[src/rtl/pwfm_pkg.sv]
package pwfm_pkg;

    // Field widths of the programming frame
    localparam int MARK_W  = 12;
    localparam int FUNC_W  = 2;
    localparam int PARAM_W = 2;
    localparam int SEP_W   = 2;
    localparam int VALUE_W = 8;
    localparam int FRAME_W = 2 * MARK_W + FUNC_W + PARAM_W + SEP_W + VALUE_W;

    // Fixed patterns
    localparam logic [MARK_W-1:0] HEAD_MARK = 12'b1000_0000_0001;
    localparam logic [MARK_W-1:0] TAIL_MARK = 12'b0111_1111_1110;
    localparam logic [SEP_W-1:0]  SEP_BITS  = 2'b10;

    typedef enum logic [1:0] {
        ST_IDLE  = 2'd0,
        ST_MARK  = 2'd1,
        ST_SPACE = 2'd2
    } tx_state_e;

endpackage

[src/rtl/pwfm_frame_asm.sv]
module pwfm_frame_asm
    import pwfm_pkg::*;
(
    input  logic [FUNC_W-1:0]  func_i,
    input  logic [PARAM_W-1:0] param_i,
    input  logic [VALUE_W-1:0] value_i,
    output logic [FRAME_W-1:0] frame_o
);

    // The bit at index FRAME_W-1 goes on the line first
    always_comb begin
        frame_o = {HEAD_MARK, func_i, param_i, SEP_BITS, value_i, TAIL_MARK};
    end

endmodule

[src/rtl/pwfm_width_sel.sv]
module pwfm_width_sel #(
    parameter int SHORT_CYC = 10,
    parameter int LONG_CYC  = 500,
    parameter int CNT_W     = 9
) (
    input  logic             bit_i,
    output logic [CNT_W-1:0] load_o
);

    localparam logic [CNT_W-1:0] SHORT_LOAD = CNT_W'(SHORT_CYC - 1);
    localparam logic [CNT_W-1:0] LONG_LOAD  = CNT_W'(LONG_CYC - 1);

    // Counter load value for a high pulse; the counter counts down to zero
    always_comb begin
        load_o = bit_i ? LONG_LOAD : SHORT_LOAD;
    end

endmodule

[src/rtl/pwfm_seq.sv]
module pwfm_seq
    import pwfm_pkg::*;
#(
    parameter int GAP_CYC = 100,
    parameter int CNT_W   = 9
) (
    input  logic               clk,
    input  logic               rst_n,
    input  logic               start_i,
    input  logic [FRAME_W-1:0] frame_i,
    input  logic [CNT_W-1:0]   load_i,
    output logic               next_bit_o,
    output logic               line_o,
    output logic               busy_o,
    output logic               done_o
);

    localparam int IDX_W = $clog2(FRAME_W);
    localparam logic [IDX_W-1:0] IDX_TOP  = IDX_W'(FRAME_W - 1);
    localparam logic [CNT_W-1:0] GAP_LOAD = CNT_W'(GAP_CYC - 1);

    typedef struct packed {
        tx_state_e          st;
        logic [FRAME_W-1:0] frame;
        logic [IDX_W-1:0]   idx;
        logic [CNT_W-1:0]   cnt;
        logic               done;
    } seq_regs_t;

    localparam seq_regs_t REGS_RESET = '{
        st:    ST_IDLE,
        frame: '0,
        idx:   '0,
        cnt:   '0,
        done:  1'b0
    };

    seq_regs_t regs_q;
    seq_regs_t regs_d;

    // Bit whose pulse starts next: the first frame bit while idle, otherwise the one after idx
    always_comb begin
        if (regs_q.st == ST_IDLE) begin
            next_bit_o = frame_i[FRAME_W-1];
        end else if (regs_q.idx == '0) begin
            next_bit_o = 1'b0;
        end else begin
            next_bit_o = regs_q.frame[regs_q.idx - IDX_W'(1)];
        end
    end

    always_comb begin
        regs_d      = regs_q;
        regs_d.done = 1'b0;
        unique case (regs_q.st)
            ST_IDLE: begin
                if (start_i) begin
                    regs_d.st    = ST_MARK;
                    regs_d.frame = frame_i;
                    regs_d.idx   = IDX_TOP;
                    regs_d.cnt   = load_i;
                end
            end
            ST_MARK: begin
                if (regs_q.cnt == '0) begin
                    regs_d.st  = ST_SPACE;
                    regs_d.cnt = GAP_LOAD;
                end else begin
                    regs_d.cnt = regs_q.cnt - CNT_W'(1);
                end
            end
            ST_SPACE: begin
                if (regs_q.cnt != '0) begin
                    regs_d.cnt = regs_q.cnt - CNT_W'(1);
                end else if (regs_q.idx == '0) begin
                    regs_d.st   = ST_IDLE;
                    regs_d.done = 1'b1;
                end else begin
                    regs_d.st  = ST_MARK;
                    regs_d.idx = regs_q.idx - IDX_W'(1);
                    regs_d.cnt = load_i;
                end
            end
            default: begin
                regs_d = REGS_RESET;
            end
        endcase
    end

    always_ff @(posedge clk or negedge rst_n) begin
        if (!rst_n) begin
            regs_q <= REGS_RESET;
        end else begin
            regs_q <= regs_d;
        end
    end

    assign line_o = (regs_q.st == ST_MARK);
    assign busy_o = (regs_q.st != ST_IDLE);
    assign done_o = regs_q.done;

    // the done strobe lasts a single cycle
    a_r7_done_single: assert property (@(posedge clk) disable iff (!rst_n)
        done_o |=> !done_o);

    // busy is already low when done is reported
    a_r7_done_not_busy: assert property (@(posedge clk) disable iff (!rst_n)
        done_o |-> !busy_o);

    // busy only ends through the done path
    a_r6_busy_ends_with_done: assert property (@(posedge clk) disable iff (!rst_n)
        $fell(busy_o) |-> done_o);

    // an unfinished guard gap keeps the line low in the next cycle
    a_r5_gap_holds_low: assert property (@(posedge clk) disable iff (!rst_n)
        (regs_q.st == ST_SPACE && regs_q.cnt != '0) |=> !line_o);

    // the captured frame does not change while a frame is in flight
    a_r8_frame_hold: assert property (@(posedge clk) disable iff (!rst_n)
        busy_o |=> (!busy_o || $stable(regs_q.frame)));

    // a start request in mid-pulse neither restarts nor advances the bit index
    a_r8_start_ignored: assert property (@(posedge clk) disable iff (!rst_n)
        (regs_q.st == ST_MARK && regs_q.cnt != '0 && start_i)
        |=> (line_o && regs_q.idx == $past(regs_q.idx)));

    // the line is low whenever no frame is in flight
    a_r9_idle_low: assert property (@(posedge clk) disable iff (!rst_n)
        !busy_o |-> !line_o);

endmodule

[src/rtl/pwfm_tx.sv]
module pwfm_tx
    import pwfm_pkg::*;
#(
    parameter int CLK_MHZ = 10,
    parameter int T0_US   = 1,
    parameter int T1_US   = 50,
    parameter int GAP_US  = 10
) (
    input  logic               clk,
    input  logic               rst_n,
    input  logic               start_i,
    input  logic [FUNC_W-1:0]  func_i,
    input  logic [PARAM_W-1:0] param_i,
    input  logic [VALUE_W-1:0] value_i,
    output logic               line_o,
    output logic               busy_o,
    output logic               done_o
);

    localparam int T0_CYC  = CLK_MHZ * T0_US;
    localparam int T1_CYC  = CLK_MHZ * T1_US;
    localparam int GAP_CYC = CLK_MHZ * GAP_US;
    localparam int MAX_CYC = (T1_CYC > GAP_CYC) ? T1_CYC : GAP_CYC;
    localparam int CNT_W   = $clog2(MAX_CYC + 1);

    logic [FRAME_W-1:0] frame_w;
    logic [CNT_W-1:0]   load_w;
    logic               next_bit_w;

    pwfm_frame_asm u_asm (
        .func_i  (func_i),
        .param_i (param_i),
        .value_i (value_i),
        .frame_o (frame_w)
    );

    pwfm_width_sel #(
        .SHORT_CYC (T0_CYC),
        .LONG_CYC  (T1_CYC),
        .CNT_W     (CNT_W)
    ) u_width (
        .bit_i  (next_bit_w),
        .load_o (load_w)
    );

    pwfm_seq #(
        .GAP_CYC (GAP_CYC),
        .CNT_W   (CNT_W)
    ) u_seq (
        .clk        (clk),
        .rst_n      (rst_n),
        .start_i    (start_i),
        .frame_i    (frame_w),
        .load_i     (load_w),
        .next_bit_o (next_bit_w),
        .line_o     (line_o),
        .busy_o     (busy_o),
        .done_o     (done_o)
    );

endmodule

[config.mk]
export PLATFORM = sky130hd
export DESIGN_NAME = pwfm_tx
export DESIGN_NICKNAME = d
export VERILOG_FILES = /design/src/rtl/pwfm_pkg.sv /design/src/rtl/pwfm_frame_asm.sv /design/src/rtl/pwfm_width_sel.sv /design/src/rtl/pwfm_seq.sv /design/src/rtl/pwfm_tx.sv
export SDC_FILE = /design/constraint.sdc
export NUM_CORES = 1
export LEC_CHECK = 0
export ABC_AREA = 1
export ABC_CLOCK_PERIOD_IN_PS = 2300
export BUFFER_PORTS_ARGS = -buffer_cell sky130_fd_sc_hd__buf_2
export CAP_MARGIN = 20
export CORE_MARGIN = 4
export CORE_UTILIZATION = 57
export DETAILED_ROUTE_END_ITERATION = 8
export PLACE_DENSITY = 0.9
export SYNTH_ARGS = -nofsm -noshare
export SYNTH_HDL_FRONTEND = slang
export SYNTH_HIERARCHICAL = 1
export SYNTH_SLANG_ARGS = --single-unit
[constraint.sdc]
create_clock -name clk -period 2.3 [get_ports clk]
set_input_delay 0.115 -clock clk [delete_from_list [all_inputs] [get_ports clk]]
set_output_delay 0.115 -clock clk [all_outputs]
set_load 0.01 [all_outputs]
==> out/qor.yml <==
worst_setup_path:
  startpoint_of_the_most_critical_setup_path: "u_seq/regs_q[10]$_DFFE_PN0P_"
  required_ns: 2.51
  arrival_ns: 2.38
  nature_of_the_critical_path_endpoint: "flip-flop"
  worst_setup_path_endpoint: "u_seq/regs_q[6]$_DFFE_PN0P_"
  timing.rr.start: "u_seq/regs_q[10]$_DFFE_PN0P_"
  setup.reg_to_reg.worst_slack_ns: 0.13
  critical_path_cell_count: 17
  worstSetupPathType: "flip-flop to flip-flop"
  critPathMaxStageDelay_ns: 0.37
  critical_path.cell_chain: "inv_2 > ha_4 > buf_4 > nand3_1 > nand3_1 > nand3_1 > nand3_1 > nand3_1 > nand2_2 > nand2_4 > buf_4 > nand2_1 > nand3_1 > nand2_1 > nand2_1 > nand2_1 > nand2_1"
  regToRegEndpoint: "u_seq/regs_q[6]$_DFFE_PN0P_"
  reg2regPathDepth: 17
  worst-path-max-fanout: 6
  cp_top_family: "simple AND/OR/NAND/NOR gates"
  worst_path_most_repeated_cell: "nand3_1"
  worst_path_max_delay_cell: "dfrtp_1"
  critPathLaunchType: "flip-flop"
  timing.critical_path.buf_inv: 3
routing:
  wl_final_mm: 7.73
  drt_first_pass_iters: 6
  detail_route.drc_violations: 0
  via_density: 5.42
  dr.first_iter.drc_count: 281
  antenna_violating_nets_post_route: 0
  wire_per_inst_um: 13.6
  route.vias.total: 3083
clocking:
  path_clk_slew_ns: 0.11
  numCtsBuffers: 5
  clk_latency_ns: 0.31
  clockBufferDepth: 2
  tritoncts: "yes"
  numClockSinks: 56
  cts-root-buf: "clkbuf_8"
  ctsHtreeMaxLevel: 2
synth:
  synthesis.area_per_instance_um2: 7.49
  synth_top_cell_by_area: "dfrtp_1"
  synth.ff_latch_count: 56
  synth_sequential_area_ratio_pct: 37.6
  area_fraction_of_the_dominant_cell_type_after_synthesis_pct: 37.6
  syn_warnings: 6
  netlist_top_cells_area: "dfrtp_1 38%, nand2_1 15%, nand3_1 11%, buf_4 10%, o21ai_0 6.3%"
  post_synth_inst_count: 498
  synthesis.area_um2: 3730
  netlist-cell-type-count: 30
global_routing:
  global_route.usage.total_pct: 21.0
  grt_first_pass_wirelength_mm: 13.1
  grt_pass1_vias: 2902
  grt_max_degree: 45
  antenna_found_initial: 0
  grt-ovfl-total: 0
sta:
  final.period_utilization_pct: 94.2
  final.setup.worst_slack_ns: 0.133
  max_clock_freq_mhz: 462
  report.final.setup_viol: 0
  worst_clock_skew_ns: 0.00680
  report.final.hold_viol_count: 0
  tightest_slew_ns: 0.665
  slew-limit-headroom_pct: 55.6
  tns_ns: 0
  min_period_ns: 2.17
  rsz0062_at_grt: "false"
  timing.hold.ws_ns: 0.0148
  maxSlewViolCount: 0
place:
  gp_routability_congestion: 0.911
  post-dp-hpwl_mm: 5.26
  port_buffers: 17
  detailedPlace.worstSlack_ns: -0.0618
floorplan:
  die_height_um: 88.9
  coreArea_um2: 6350
  initial_core_util_pct: 58.8
  die_width_um: 88.9
  top_level_i_o_count: 18
  die-area_um2: 7900
  rows: 29
min_path:
  hold_path_class: "primary input to flip-flop"
  hold_path.startpoint: "value_i[5]"
finish:
  fillerInstances: 542
  nNetsFinal: 512
  antenna_cells: 0
  drive_above_1_share_pct: 16.5
  area_growth_syn_to_layout_pct: 1.48
pwr:
  leakage_nw: 1.97
  total_switching_power_mw: 3.27
  comb_power_share_pct: 65.8
  power_density_nw_per_um2: 1650
  power.share.clock_pct: 9.2
  cell_internal_pwr_mw: 2.99
  seq_power_share_pct: 25.0
  irDropWorstVdd_uv: 1200
  sw_frac_of_total_pct: 52.2
job:
  max_cap_violations: 0
run_status:
  outcome: "complete, no violations"
## sequential cells by signal, indices dropped and copies added (netlist names)
signal,flops
u_seq/regs_q,55
u_seq/done_o,1
## worst min path at each step
stage               cells after the start                            to  slack, ns
finish                                  3  u_seq/regs_q[33]$_DFFE_PN0P_       0.01
global route                            3  u_seq/regs_q[41]$_DFFE_PN0P_       0.01
CTS                                     3  u_seq/regs_q[41]$_DFFE_PN0P_       0.01
detailed placement                      1   u_seq/regs_q[8]$_DFFE_PN0P_       0.18
global placement                        1   u_seq/regs_q[8]$_DFFE_PN0P_       0.18
floorplan                               0        u_seq/done_o$_DFF_PN0_      -0.18
## power groups by stage
stage          combinational [mW]  clock, mW  sequential [mW]
5_1_grt                      4.63      0.622             1.61
6_report                     4.12      0.575             1.56
3_5_place_dp                 3.79          0             1.58
3_3_place_gp                 3.67          0             1.56
4_1_cts                      3.83      0.585             1.56
2_1_floorplan                3.37          0             1.52
## kinds of logic (layout without fill, tap and decap cells)
group / Yosys count / after routing / synth area share [%]
buf+inv: 102 / 72 / 16.5
flops: 56 / 56 / 37.6
compound gates: 64 / 64 / 9.62
xor+xnor: 4 / 4 / 0.939
fa+ha+maj: 6 / 6 / 2.01
other cells: 4 / 28 / 0.402
simple gates: 262 / 262 / 33.0
## through the flow
step                cells  utilization [%]  power, mW  instance area (um2)
finish                569             59.6       6.26                 3790
global route          569             59.6       6.86                 3790
CTS                   566             58.3       5.97                 3700
detailed placement    557             56.7       5.37                 3600
global placement      557             56.7       5.23                 3600
floorplan             522                -       4.89                 3820
## cell usage in the layout (no fill, tap or decap), types with 3 or more instances in the layout
| master | n |
|---|---|
| o22ai_2 | 3 |
| inv_1 | 24 |
| nand2_1 | 144 |
| conb_1 | 28 |
| nand3_2 | 4 |
| nand2_4 | 3 |
| dfrtp_1 | 56 |
| xor2_1 | 3 |
| o21ai_0 | 46 |
| o21ai_1 | 6 |
| buf_4 | 11 |
| nand2_2 | 10 |
| buf_2 | 17 |
| a21oi_1 | 5 |
| nor2_1 | 7 |
| ha_1 | 5 |
| clkbuf_8 | 5 |
| nor2_4 | 6 |
| inv_2 | 8 |
| nand3_1 | 80 |
## metal layers
metal | routed length, um | share of wire (%) | GRT usage (%)
met5 | 0 | 0 | 0
met4 | 119 | 1.5 | 6.87
met3 | 513 | 6.6 | 3.32
met2 | 3770 | 49 | 34.2
met1 | 3330 | 43 | 28.7
## what timing repair did
item,in CTS,in global routing
endpoints found under the setup margin,5,6
hold endpoints to repair,26,0
hold buffers,1,0
pin swaps,0,2
buffers inserted,0,3
gates resized for setup,2,16
## cells in the mapped netlist
master	n
nor2_4	5
nor2_1	7
nor2_8	2
dfrtp_1	56
buf_2	5
nand3_4	1
buf_6	5
o21ai_0	47
or2_2	1
nand3_2	3
nand2_2	6
xor2_1	4
nand4_1	2
conb_1	4
ha_1	6
buf_4	50
o21ai_1	5
nand2_4	2
nor3_1	2
clkbuf_1	8
inv_2	7
inv_1	26
o211ai_1	2
nor2_2	1
a21oi_1	6
clkbuf_2	1
nand3_1	81
o22ai_2	3
o21ai_4	1
nand2_1	149
## worst register-to-register path: stages (launching register included)
cell	delay (ns)
dfrtp_1	0.37
inv_2	0.06
ha_4	0.30
buf_4	0.14
nand3_1	0.11
nand3_1	0.13
nand3_1	0.08
nand3_1	0.09
nand3_1	0.09
nand2_2	0.10
nand2_4	0.07
buf_4	0.15
nand2_1	0.06
nand3_1	0.08
nand2_1	0.08
nand2_1	0.05
nand2_1	0.05
nand2_1	0.05
## area by class of cell
type,instances,area (um2),area share (%)
Clock inverter,3,25.0,0.661
Clock buffer,5,68.8,1.82
Inverter,33,126,3.34
Sequential cell,56,1400,37.0
Timing Repair Buffer,31,213,5.62
Tap cell,77,96.3,2.54
Multi-Input combinational cell,364,1860,49.0
(Power assumes the default switching activity.)
